[src/rtl/irqflag_pkg.sv]
package irqflag_pkg;
  localparam int unsigned NSRC      = 7;
  localparam int unsigned DATA_W    = 8;
  localparam int unsigned NPORT     = 2;
  localparam int unsigned NLINE     = 2 * NPORT;
  // bit positions decoded by software
  localparam int unsigned SRC_SHIFT = 2;
  localparam int unsigned SRC_TMR2  = 5;
  localparam int unsigned SRC_TMR1  = 6;

  typedef enum logic [1:0] {
    SEL_FLAGS   = 2'd0,
    SEL_ENABLES = 2'd1,
    SEL_EDGECFG = 2'd2,
    SEL_NONE    = 2'd3
  } reg_sel_e;

  typedef struct packed {
    logic pri_rise;
    logic sec_on;
    logic sec_rise;
    logic sec_indep;
  } port_cfg_t;
endpackage

[src/rtl/irqflag_edge.sv]
module irqflag_edge #(
  parameter int unsigned SYNC_STAGES = 2,
  parameter logic        IDLE_LEVEL  = 1'b1
) (
  input  logic clk,
  input  logic rst_n,
  input  logic line_in,
  output logic rise,
  output logic fall
);
  logic [SYNC_STAGES-1:0] sync_q, sync_d;
  logic                   prev_q, prev_d;
  logic                   cur;

  always_comb begin
    sync_d = {sync_q[SYNC_STAGES-2:0], line_in};
    prev_d = sync_q[SYNC_STAGES-1];
  end

  always_ff @(posedge clk or negedge rst_n) begin
    if (!rst_n) begin
      sync_q <= {SYNC_STAGES{IDLE_LEVEL}};
      prev_q <= IDLE_LEVEL;
    end else begin
      sync_q <= sync_d;
      prev_q <= prev_d;
    end
  end

  assign cur  = sync_q[SYNC_STAGES-1];
  assign rise = cur & ~prev_q;
  assign fall = ~cur & prev_q;
endmodule

[src/rtl/irqflag_lcfg.sv]
module irqflag_lcfg
  import irqflag_pkg::*;
(
  input  logic [DATA_W-1:0]          cfg,
  output port_cfg_t [NPORT-1:0]      port_cfg
);
  for (genvar g = 0; g < NPORT; g++) begin : g_port
    localparam int unsigned BASE = 4 * g;
    assign port_cfg[g].pri_rise  = cfg[BASE];
    assign port_cfg[g].sec_indep = cfg[BASE+1];
    assign port_cfg[g].sec_rise  = cfg[BASE+2];
    assign port_cfg[g].sec_on    = ~cfg[BASE+3];
  end
endmodule

[src/rtl/irqflag_regs.sv]
module irqflag_regs
  import irqflag_pkg::*;
#(
  parameter bit CLR_NEEDS_B7 = 1'b0
) (
  input  logic              clk,
  input  logic              rst_n,
  input  reg_sel_e          sel,
  input  logic              wr_en,
  input  logic              rd_en,
  input  logic [DATA_W-1:0] wdata,
  input  logic [NSRC-1:0]   set_vec,
  input  logic [NSRC-1:0]   port_clr_vec,
  output logic [NSRC-1:0]   flags,
  output logic [NSRC-1:0]   enables,
  output logic [DATA_W-1:0] cfg,
  output logic [DATA_W-1:0] rd_data,
  output logic              irq
);
  logic [NSRC-1:0]   flags_q, flags_d, enables_q, enables_d, clr_vec;
  logic [DATA_W-1:0] cfg_q, cfg_d, rd_q, rd_d;
  logic              wr_flags, wr_en_reg, wr_cfg, clr_gate, any_pend;

  always_comb begin
    wr_flags  = wr_en && (sel == SEL_FLAGS);
    wr_en_reg = wr_en && (sel == SEL_ENABLES);
    wr_cfg    = wr_en && (sel == SEL_EDGECFG);
    clr_gate  = !CLR_NEEDS_B7 || wdata[DATA_W-1];
    clr_vec   = (wr_flags && clr_gate) ? wdata[NSRC-1:0] : '0;
    // a new event outranks any clear in the same cycle
    flags_d   = (flags_q & ~clr_vec & ~port_clr_vec) | set_vec;
    enables_d = wdata[DATA_W-1] ? (enables_q | wdata[NSRC-1:0])
                                : (enables_q & ~wdata[NSRC-1:0]);
    cfg_d     = wdata;
    any_pend  = |(flags_q & enables_q);
    unique case (sel)
      SEL_FLAGS:   rd_d = {any_pend, flags_q};
      SEL_ENABLES: rd_d = {1'b1, enables_q};
      SEL_EDGECFG: rd_d = cfg_q;
      default:     rd_d = '0;
    endcase
  end

  always_ff @(posedge clk or negedge rst_n) begin
    if (!rst_n) begin
      flags_q   <= '0;
      enables_q <= '0;
      cfg_q     <= '0;
      rd_q      <= '0;
    end else begin
      flags_q <= flags_d;
      if (wr_en_reg) enables_q <= enables_d;
      if (wr_cfg)    cfg_q     <= cfg_d;
      if (rd_en)     rd_q      <= rd_d;
    end
  end

  assign flags   = flags_q;
  assign enables = enables_q;
  assign cfg     = cfg_q;
  assign rd_data = rd_q;
  assign irq     = any_pend;
endmodule

[src/rtl/irqflag_ctrl.sv]
module irqflag_ctrl
  import irqflag_pkg::*;
#(
  parameter int unsigned ADDR_W       = 2,
  parameter int unsigned SYNC_STAGES  = 2,
  parameter bit          CLR_NEEDS_B7 = 1'b0,
  parameter logic        IDLE_LEVEL   = 1'b1
) (
  input  logic              clk,
  input  logic              rst_n,
  input  logic [ADDR_W-1:0] addr,
  input  logic [7:0]        wdata,
  input  logic              wr_en,
  input  logic              rd_en,
  output logic [7:0]        rd_data,
  input  logic              line_a_pri,
  input  logic              line_a_sec,
  input  logic              line_b_pri,
  input  logic              line_b_sec,
  input  logic              port_a_access,
  input  logic              port_b_access,
  input  logic              tmr1_evt,
  input  logic              tmr2_evt,
  input  logic              shift_evt,
  output logic              irq
);
  logic [1:0]            rst_pipe_q;
  logic                  rst_int_n;
  logic [NLINE-1:0]      lines, rise, fall;
  logic [NPORT-1:0]      port_acc;
  logic [NSRC-1:0]       set_vec, port_clr_vec, flags_w, enables_w;
  logic [DATA_W-1:0]     cfg_w;
  port_cfg_t [NPORT-1:0] pcfg;
  reg_sel_e              sel;

  // reset: asserted at once, released after two clock edges
  always_ff @(posedge clk or negedge rst_n) begin
    if (!rst_n) rst_pipe_q <= '0;
    else        rst_pipe_q <= {rst_pipe_q[0], 1'b1};
  end
  assign rst_int_n = rst_pipe_q[1];

  // line order: per port, primary at 2g, secondary at 2g+1
  assign lines    = {line_b_sec, line_b_pri, line_a_sec, line_a_pri};
  assign port_acc = {port_b_access, port_a_access};
  assign sel      = reg_sel_e'(addr[1:0]);

  for (genvar l = 0; l < NLINE; l++) begin : g_line
    irqflag_edge #(.SYNC_STAGES(SYNC_STAGES), .IDLE_LEVEL(IDLE_LEVEL)) edge_i (
      .clk(clk), .rst_n(rst_int_n), .line_in(lines[l]),
      .rise(rise[l]), .fall(fall[l])
    );
  end

  irqflag_lcfg lcfg_i (.cfg(cfg_w), .port_cfg(pcfg));

  // port g: primary flag at 3g+1, secondary flag at 3g
  always_comb begin
    set_vec      = '0;
    port_clr_vec = '0;
    for (int g = 0; g < NPORT; g++) begin
      set_vec[3*g+1]      = pcfg[g].pri_rise ? rise[2*g] : fall[2*g];
      set_vec[3*g]        = pcfg[g].sec_on &
                            (pcfg[g].sec_rise ? rise[2*g+1] : fall[2*g+1]);
      port_clr_vec[3*g+1] = port_acc[g];
      port_clr_vec[3*g]   = port_acc[g] & ~pcfg[g].sec_indep;
    end
    set_vec[SRC_SHIFT] = shift_evt;
    set_vec[SRC_TMR2]  = tmr2_evt;
    set_vec[SRC_TMR1]  = tmr1_evt;
  end

  irqflag_regs #(.CLR_NEEDS_B7(CLR_NEEDS_B7)) regs_i (
    .clk(clk), .rst_n(rst_int_n), .sel(sel), .wr_en(wr_en), .rd_en(rd_en),
    .wdata(wdata), .set_vec(set_vec), .port_clr_vec(port_clr_vec),
    .flags(flags_w), .enables(enables_w), .cfg(cfg_w),
    .rd_data(rd_data), .irq(irq)
  );
endmodule

[config.mk]
export PLATFORM = sky130hd
export DESIGN_NAME = irqflag_ctrl
export DESIGN_NICKNAME = d
export VERILOG_FILES = /design/src/rtl/irqflag_pkg.sv /design/src/rtl/irqflag_edge.sv /design/src/rtl/irqflag_lcfg.sv /design/src/rtl/irqflag_regs.sv /design/src/rtl/irqflag_ctrl.sv
export SDC_FILE = /design/constraint.sdc
export NUM_CORES = 1
export LEC_CHECK = 0
export ABC_AREA = 1
export BUFFER_PORTS_ARGS = -buffer_cell sky130_fd_sc_hd__clkbuf_2
export CORE_MARGIN = 3
export CORE_UTILIZATION = 41
export CTS_BUF_LIST = sky130_fd_sc_hd__clkbuf_16
export CTS_CLUSTER_SIZE = 8
export DETAILED_ROUTE_END_ITERATION = 12
export GPL_TIMING_DRIVEN = 0
export HOLD_SLACK_MARGIN = 0.02
export PLACE_DENSITY = 0.57
export SYNTH_ARGS = -nofsm -noshare
export SYNTH_HDL_FRONTEND = slang
export SYNTH_SLANG_ARGS = --single-unit
[constraint.sdc]
create_clock -name clk -period 2.9 [get_ports clk]
set_input_delay 0.29 -clock clk [delete_from_list [all_inputs] [get_ports clk]]
set_output_delay 0.29 -clock clk [all_outputs]
set_load 0.05 [all_outputs]
# Yosys cells after proc, flatten, opt, wreduce, memory -nomap -nowiden
# Cells that the tools add are included.
word_totals:
  regBits: 44
  latch_bits: 0
  ramBits: 0
  romBits: 0
  in_bits: 23
  wordCells: 60
  mem_count: 0
classes:
  add_sub_neg: 0
  n_mul: 0
  div: 0
  order_cmp: 0
  n_eq_ne: 2
  shift: 0
  mux: 7
  n_bitwise: 33
  reduce_logical: 5
op_table:
  columns: ["operator", "n"]
  rows:
  - ["7-bit AND", 4]
  - ["8-bit one-hot mux with 3 select lines", 1]
  - ["7-bit two-way mux", 2]
  - ["7-bit NOT", 2]
  - ["7-bit bitwise OR", 2]
  - ["1-bit AND", 12]
  - ["1-bit NOT", 12]
  - ["5-bit NOT with 7-bit output", 1]
  - ["7-bit OR reduction", 1]
  - ["1-bit two-way mux", 4]
  - ["1-bit logical AND", 3]
  - ["2-bit by 1-bit equality test with 1-bit output (second input constant)", 1]
  - ["2-bit equality test (second input constant)", 1]
  - ["2-bit zero test", 1]

# Logic depth before layout (Yosys ltp)
# Gate-level depths: netlist of run 1.
depth:
  depth_word: 7
  depth_mapped: 6
  mapped_depth_nobuf: 6

# Modules after synthesis
# Synthesis of run 1 repeated with hierarchy kept, for this count alone.
hier_totals:
  hier_cells: 246
  hier_area_um2: 1994.4
modules_own_cells:
  columns: ["mod", "instances", "cells_each", "area_each_um2", "seq_area_each_um2"]
  rows:
  - ["irqflag_regs", 1, 186, 1426.4, 750.7]
  - ["irqflag_edge", 4, 7, 93.8, 78.8]
  - ["irqflag_ctrl", 1, 24, 140.1, 50.0]
  - ["irqflag_lcfg", 1, 8, 52.6, 0.0]

# Worst setup path before layout of run 1
# No wires, ideal clock.
synth_path:
  kind: "register to output"
  start: "register regs_i.flags_q[3], in the netlist regs_i.flags[3]"
  end: "output irq"
  arrival_ps: 882
  path_slack_ps: 1728
  path_stages_with_launch: 5
  n_path_buf: 0
  path_cell_list: "dfrtp_1 nand2_1 nand2_1 nor2_1 nand2_1"
synth_via:
  elab_chain_cells: 2
synth_rtl:
  columns: ["element", "line", "text"]
  rows:
  - ["start: declaration", "irqflag_regs.sv:20", "logic [NSRC-1:0] flags_q, flags_d, enables_q, enables_d, clr_vec;"]
  - ["start signal: assignment", "irqflag_regs.sv:51", "flags_q <= flags_d;"]
  - ["7-bit AND", "irqflag_regs.sv:35", "any_pend = |(flags_q & enables_q);"]
  - ["7-bit OR reduction", "irqflag_regs.sv:35", null]
  - ["end: declaration", "irqflag_ctrl.sv:25", "output logic irq"]
# Every way passes these cells.

# Worst setup path in the final report of run 1
# Same ends and word-level chain as after synthesis.

==> impl_results.md, run 1 <==
* First-pass GRT wire length at 6.630 mm
* Critical path class: flip-flop to output pin
* Commonest non-fill, non-tap cell in the layout: nand2_1
* FILL cells at 396
* Initial antenna violation count at 0
* Routed WL per cell at 12.67 µm
* H-tree Lvls at 2
* Crit path time final at 1.618 ns
* Critical path fanouts, max at 3
* Hpwl dp at 2.772 mm
* Crit start category: flip-flop
* Final ANT Viol Nets at 0
* GRT Residual Overflow at 0
* Num rows at 23
* WP data arrival at 1.33 ns
* Via count at 1451
* Hold Slack at 0.08568 ns
* Share of cells above drive strength 1 at 0.2196
* Worst Hold Class: primary input to flip-flop
* Antenna diode count at 0
* Final Core Density at 0.5391
* Rel. slew slack at 0.6276
* Final cell count without fillers at 305
* CP Launch Point: regs_i.flags[3]
* Yosys cell types at 19
* Worst Tran Pin Value at 0.5565 ns
* Overall Power at 1.643 mW
* Worst Skew at 0.004850 ns
* Synth warnings at 0
* Core Region at 0.004173 mm²
* Clock share of power at 0.374
* Most frequent cells in the layout: nand2_1, dfrtp_1, clkbuf_2, inv_1, o21ai_0
* Syn_area_per_cell at 8.572 µm²
* Period utilisation layout at 0.5581
* Crit end category: output pin
* RD Place Congestion at 0.8431
* Sequential area share after synthesis at 0.6056
* Reg power frac at 0.458
* Top Ports at 32
* Fin. max-slew vios at 0
* Layout Area Growth over Synthesis at 22.06%
* Peak VDD IR at 322.3 µV
* Final hold violations at 0
* Cts hold-fix bufs at 1
* Crit path required time at 2.61 ns
* Clock root buffer: clkbuf_16
* CTS clock-pin slew for the worst setup and hold paths at 0.06 ns
* Maximum clock rate at 617.9 MHz
* PortBufs at 30
* Net switching power at 0.4598 mW
* Longest Clk Path Bufs at 2
* #FFs+latches synth at 44
* Finish-stage setup viols at 0
* Total of max-cap violations at 0
* Total Wirelength at 3.864 mm
* Postcts setup bufs at 0
* Syn_nets at 238
* GR peak layer: met2
* TritonCTS Sinks at 44
* Met2 GRT Util at 0.2572
* Die W at 73.05 µm
* Power Dens Cells at 730.5 mW/mm²
* DRT Pass-1 Iters at 4
* Comb power frac at 0.168
* Via/cell ratio at 4.757
* Worst-Skew Late Latency at 0.28 ns
* Drt first-iter violations at 55
* FF-to-FF Start: regs_i.flags[3]
* Initial Utilization at 0.4417
* Mapped Cells at 215
* Status: finished clean
* Grt met1 use at 0.2286
* Leak at 1.178 nW
* Die H at 73.05 µm
* Die footprint at 0.005336 mm²
* Fin nets at 277
* Drt drc at 0
* Post-Place Cells at 296
* Post_cts resized at 0
* M3 GR Usage at 0.04683
* Synthesized area at 0.001843 mm²
* Vias in the first global route at 1437
* Setup TNS Final at 0 ns
* Int Pwr at 1.184 mW
* CTS tree: yes
* CTS buffer count at 5
* Hold Path Origin: line_a_pri
* Pin count of the biggest net entering global routing at 37
* Switching share of power at 0.2798
* All-Layer GR Usage at 0.1668
* RSZ-0062 raised after global routing: no
==> cell type report <==
cell class	instances	area, µm²	share of cell area
buffer	3	21.27	0.009455
clock buffer	5	125.1	0.05562
clock inverter	3	37.54	0.01669
inverter	20	75.07	0.03337
multi-input combinational	148	630.6	0.2803
sequential	44	1117	0.4967
tap	50	62.56	0.02781
timing repair buffer	32	180.2	0.08009
==> metal layers <==
metal | routed length [µm] | up-vias
met5 | 0 | -
met4 | 22 | 0
met3 | 269 | 2
met2 | 1755 | 42
met1 | 1817 | 660
li1 | - | 747
==> worst paths after layout <==
path | end | slack, ns | cells past startpoint
setup / recovery | irq | 1.28 | 5
hold / removal | g_line[0].edge_i.sync_q[0] | 0.09 | 1
setup reg to reg | regs_i.rd_data[7] | 1.86 | 6
hold reg to reg | async pin | 0.10 | 0
max in group asynchronous | g_line[0].edge_i.sync_q[1] | 2.31 | 1
min in group asynchronous | async pin | 0.10 | 0
==> critical path: stages, from the launching register on <==
cell and delay (ns):
dfrtp_1 0.39, nand2_1 0.08, nand2_1 0.07, nor2_1 0.17, nand2_1 0.08, clkbuf_2 0.24
==> per-stage QoR <==
stage | setup WS, ns | instance area, µm²
2_1_floorplan | 1.606 | 1843
3_3_place_gp | 1.085 | 2056
3_5_place_dp | 1.306 | 2077
4_1_cts | 1.254 | 2250
5_1_grt | 1.189 | 2250
6_report | 1.282 | 2250
==> cell usage after synthesis, drive strengths merged <==
cell,count,area (µm²)
o22ai,1,6.260
conb,1,3.750
dfstp,12,315.3
nand3,9,45.04
a21oi,4,20.02
o21ai,20,100.1
dfrtp,32,800.8
o211ai,1,7.510
nand3b,2,15.01
buf,3,21.27
and3,1,6.260
nor2,14,62.56
nand2,95,364.1
inv,20,75.07
==> logic make-up after synthesis <==
| family | Yosys count | share of synthesized area |
|---|---|---|
| AO/OA/AOI/OAI | 26 | 0.07265 |
| AND/OR/NAND/NOR | 121 | 0.2675 |
| buffers and inverters | 23 | 0.05227 |
| flip-flops | 44 | 0.6056 |
| other | 1 | 0.002035 |
==> power by group through the flow <==
| stage | combinational [mW] | sequential, mW | clock, mW |
|---|---|---|---|
| after global placement | 0.260 | 0.771 | 0 |
| after CTS | 0.280 | 0.754 | 0.632 |
| final | 0.275 | 0.753 | 0.615 |
| after global routing | 0.311 | 0.764 | 0.661 |
| after detailed placement | 0.277 | 0.764 | 0 |
| after floorplan | 0.133 | 0.816 | 0 |
Power figures use the tool's default switching activity.
==> run 2: changes to the inputs <==
==> constraint.sdc (replaced) <==
create_clock -name clk -period 1.52 [get_ports clk]
set_input_delay 0.152 -clock clk [delete_from_list [all_inputs] [get_ports clk]]
set_output_delay 0.152 -clock clk [all_outputs]
set_load 0.05 [all_outputs]
==> impl_results.md, run 2 (same netlist as run 1, synthesis figures left out) <==
* Drt first-iter violations at 61 (+11%)
* Metal3 WL at 282 µm (+4.8%)
* Longest Clk Path Bufs at 2 (unchanged)
* Worst path most repeated cell: nand2_1
* Initial antenna violation count at 0 (unchanged)
* Worst Hold Class: primary input to flip-flop
* CTS buffer count at 5 (unchanged)
* Worst Tran Pin Value at 0.5570 ns (+0.0005357 ns)
* Hpwl dp at 2.772 mm (unchanged)
* Fin nets at 281 (+1.4%)
* Period utilisation layout at 0.9352
* Die footprint at 0.005336 mm² (unchanged)
* RD Place Congestion at 0.8431 (unchanged)
* Commonest non-fill, non-tap cell in the layout: nand2_1
* Largest stage delay, worst path at 0.39 ns (about the same)
* Postcts setup bufs at 0 (unchanged)
* Register area at 0.001117 mm² (unchanged)
* Overall Power at 3.148 mW (+92%)
* Met2 routed wirelength at 1.763 mm (+0.46%)
* Layout Area Growth over Synthesis at 24.37%
* FILL cells at 395 (-0.25%)
* Critical path fanouts, max at 3 (unchanged)
* Share of cells above drive strength 1 at 0.2201 (+0.0004694)
* Worst-Skew Late Latency at 0.28 ns (about the same)
* Leak at 1.194 nW (+1.4%)
* Total of max-cap violations at 0 (unchanged)
* Multi-input logic area at 633.1 µm² (+0.40%)
* Final hold violations at 0 (unchanged)
* Die H at 73.05 µm (unchanged)
* Crit path required time at 1.37 ns (-1.24 ns)
* Hold Path Origin: shift_evt
* H-tree Lvls at 2 (unchanged)
* Rel. slew slack at 0.6273 (about the same)
* Crit path time final at 1.422 ns
* Slowest stage cell, crit path: dfrtp_1
* Routed WL per cell at 12.58 µm (-0.68%)
* Power Dens Cells at 1373 mW/mm² (+88%)
* Crit end category: output pin
* TritonCTS Sinks at 44 (unchanged)
* Final Core Density at 0.5493 (+0.01019)
* WP data arrival at 1.27 ns (-0.06 ns)
* Finish-stage setup viols at 0 (unchanged)
* CTS tree: yes
* Maximum clock rate at 703.5 MHz
* Core Region at 0.004173 mm² (unchanged)
* Met1 WL at 1.819 mm (+0.11%)
* Die W at 73.05 µm (unchanged)
* CTS clock-pin slew for the worst setup and hold paths at 0.06 ns (about the same)
* Drt drc at 0 (unchanged)
* DRT Pass-1 Iters at 4 (unchanged)
* FF-to-FF Start: regs_i.flags[3]
* GRT Residual Overflow at 0 (unchanged)
* Most frequent cells in the layout: nand2_1, dfrtp_1, clkbuf_2, inv_1, o21ai_0
* Top Ports at 32 (unchanged)
* Num rows at 23 (unchanged)
* Initial Utilization at 0.4417 (unchanged)
* Top layer in use: met4
* Critical path cell sequence: nand2_1 -> nand2_1 -> nor2_2 -> nand2_1 -> buf_2
* Antenna diode count at 0 (unchanged)
* Status: finished clean
* Peak VDD IR at 615.1 µV (+91%)
* Vias in the first global route at 1450 (+0.90%)
* Via/cell ratio at 4.725 (-0.68%)
* RSZ-0062 raised after global routing: no
* CP Launch Point: regs_i.flags[3]
* First-pass GRT wire length at 6.672 mm (+0.63%)
* Worst Skew at 0.004841 ns (-0.000009550 ns)
* PortBufs at 30 (unchanged)
* Final cell count without fillers at 309 (+1.3%)
* Clock root buffer: clkbuf_16
* Post-DP Area at 0.002077 mm² (unchanged)
* Crit start category: flip-flop
* Pin count of the biggest net entering global routing at 37 (unchanged)
* Final ANT Viol Nets at 0 (unchanged)
* Via count at 1460 (+0.62%)
* All-Layer GR Usage at 0.1677 (+0.0008688)
* Post-Place Cells at 296 (unchanged)
* Final instance area at 0.002292 mm² (+1.9%)
* Fin. max-slew vios at 0 (unchanged)
* Critical path class: flip-flop to output pin
* Total Wirelength at 3.888 mm (+0.62%)
## run 2: changes by cell type in the layout (fill, tap and decap cells not counted)
cell / change
nor2_1: -1
clkbuf_2: -1
buf_2: +1
nor2_2: +1
dlygate4sd3_1: +4
## run 2: path summary, 6_finish.rpt
path,slack (ns),end,cells past startpoint
min,0.05,regs_i.flags[2],3
max,0.1,irq,5
max in group asynchronous,0.93,g_line[0].edge_i.sync_q[1],1
min in group asynchronous,0.10,async pin,0
max reg2reg,0.50,regs_i.rd_data[7],6
min reg2reg,0.10,async pin,0
## run 2: per-layer routing
| layer | up-vias | track usage |
|---|---|---|
| met2 | 42 | 0.2592 |
| li1 | 755 | - |
| met1 | 661 | 0.2295 |
| met4 | 0 | 0.04918 |
| met3 | 2 | 0.04683 |
| met5 | - | 0 |
## run 2: critical path: cells and delay by family (launching register included)
family	cells	cell delay, ns
DFF	1	0.39
and+or+nand+nor	4	0.38
buffers and inverters	1	0.21
## run 2: where the power goes
group | leakage (nW) | internal (mW) | switching (mW)
registers | 0.513 | 1.33 | 0.105
clock network | 0.0789 | 0.763 | 0.410
logic | 0.602 | 0.172 | 0.366
total | 1.19 | 2.27 | 0.881
## run 2: timing repair
| action | CTS | global route |
|---|---|---|
| endpoints found under the hold margin | 6 | 0 |
| hold buffers | 5 | 0 |
| gates resized for setup | 0 | 2 |
| setup endpoints to repair | 0 | 1 |
## run 2: per-stage QoR
stage	setup slack, ns	hold slack [ns]	setup TNS (ns)
after floorplan	0.2258	-0.1436	0
after CTS	0.01184	0.05012	0
after global placement	-0.2953	-0.06036	-8.825
after global routing	0.02231	0.06167	0
after detailed placement	0.06390	-0.05925	0
final	0.09845	0.05166	0
## run 2: cell type report
cell class,instances,area share
sequential,44,0.4874
multi-input combinational,148,0.2762
timing repair buffer,36,0.09607
clock buffer,5,0.05459
inverter,20,0.03275
tap,50,0.02729
clock inverter,3,0.01638
buffer,3,0.009279
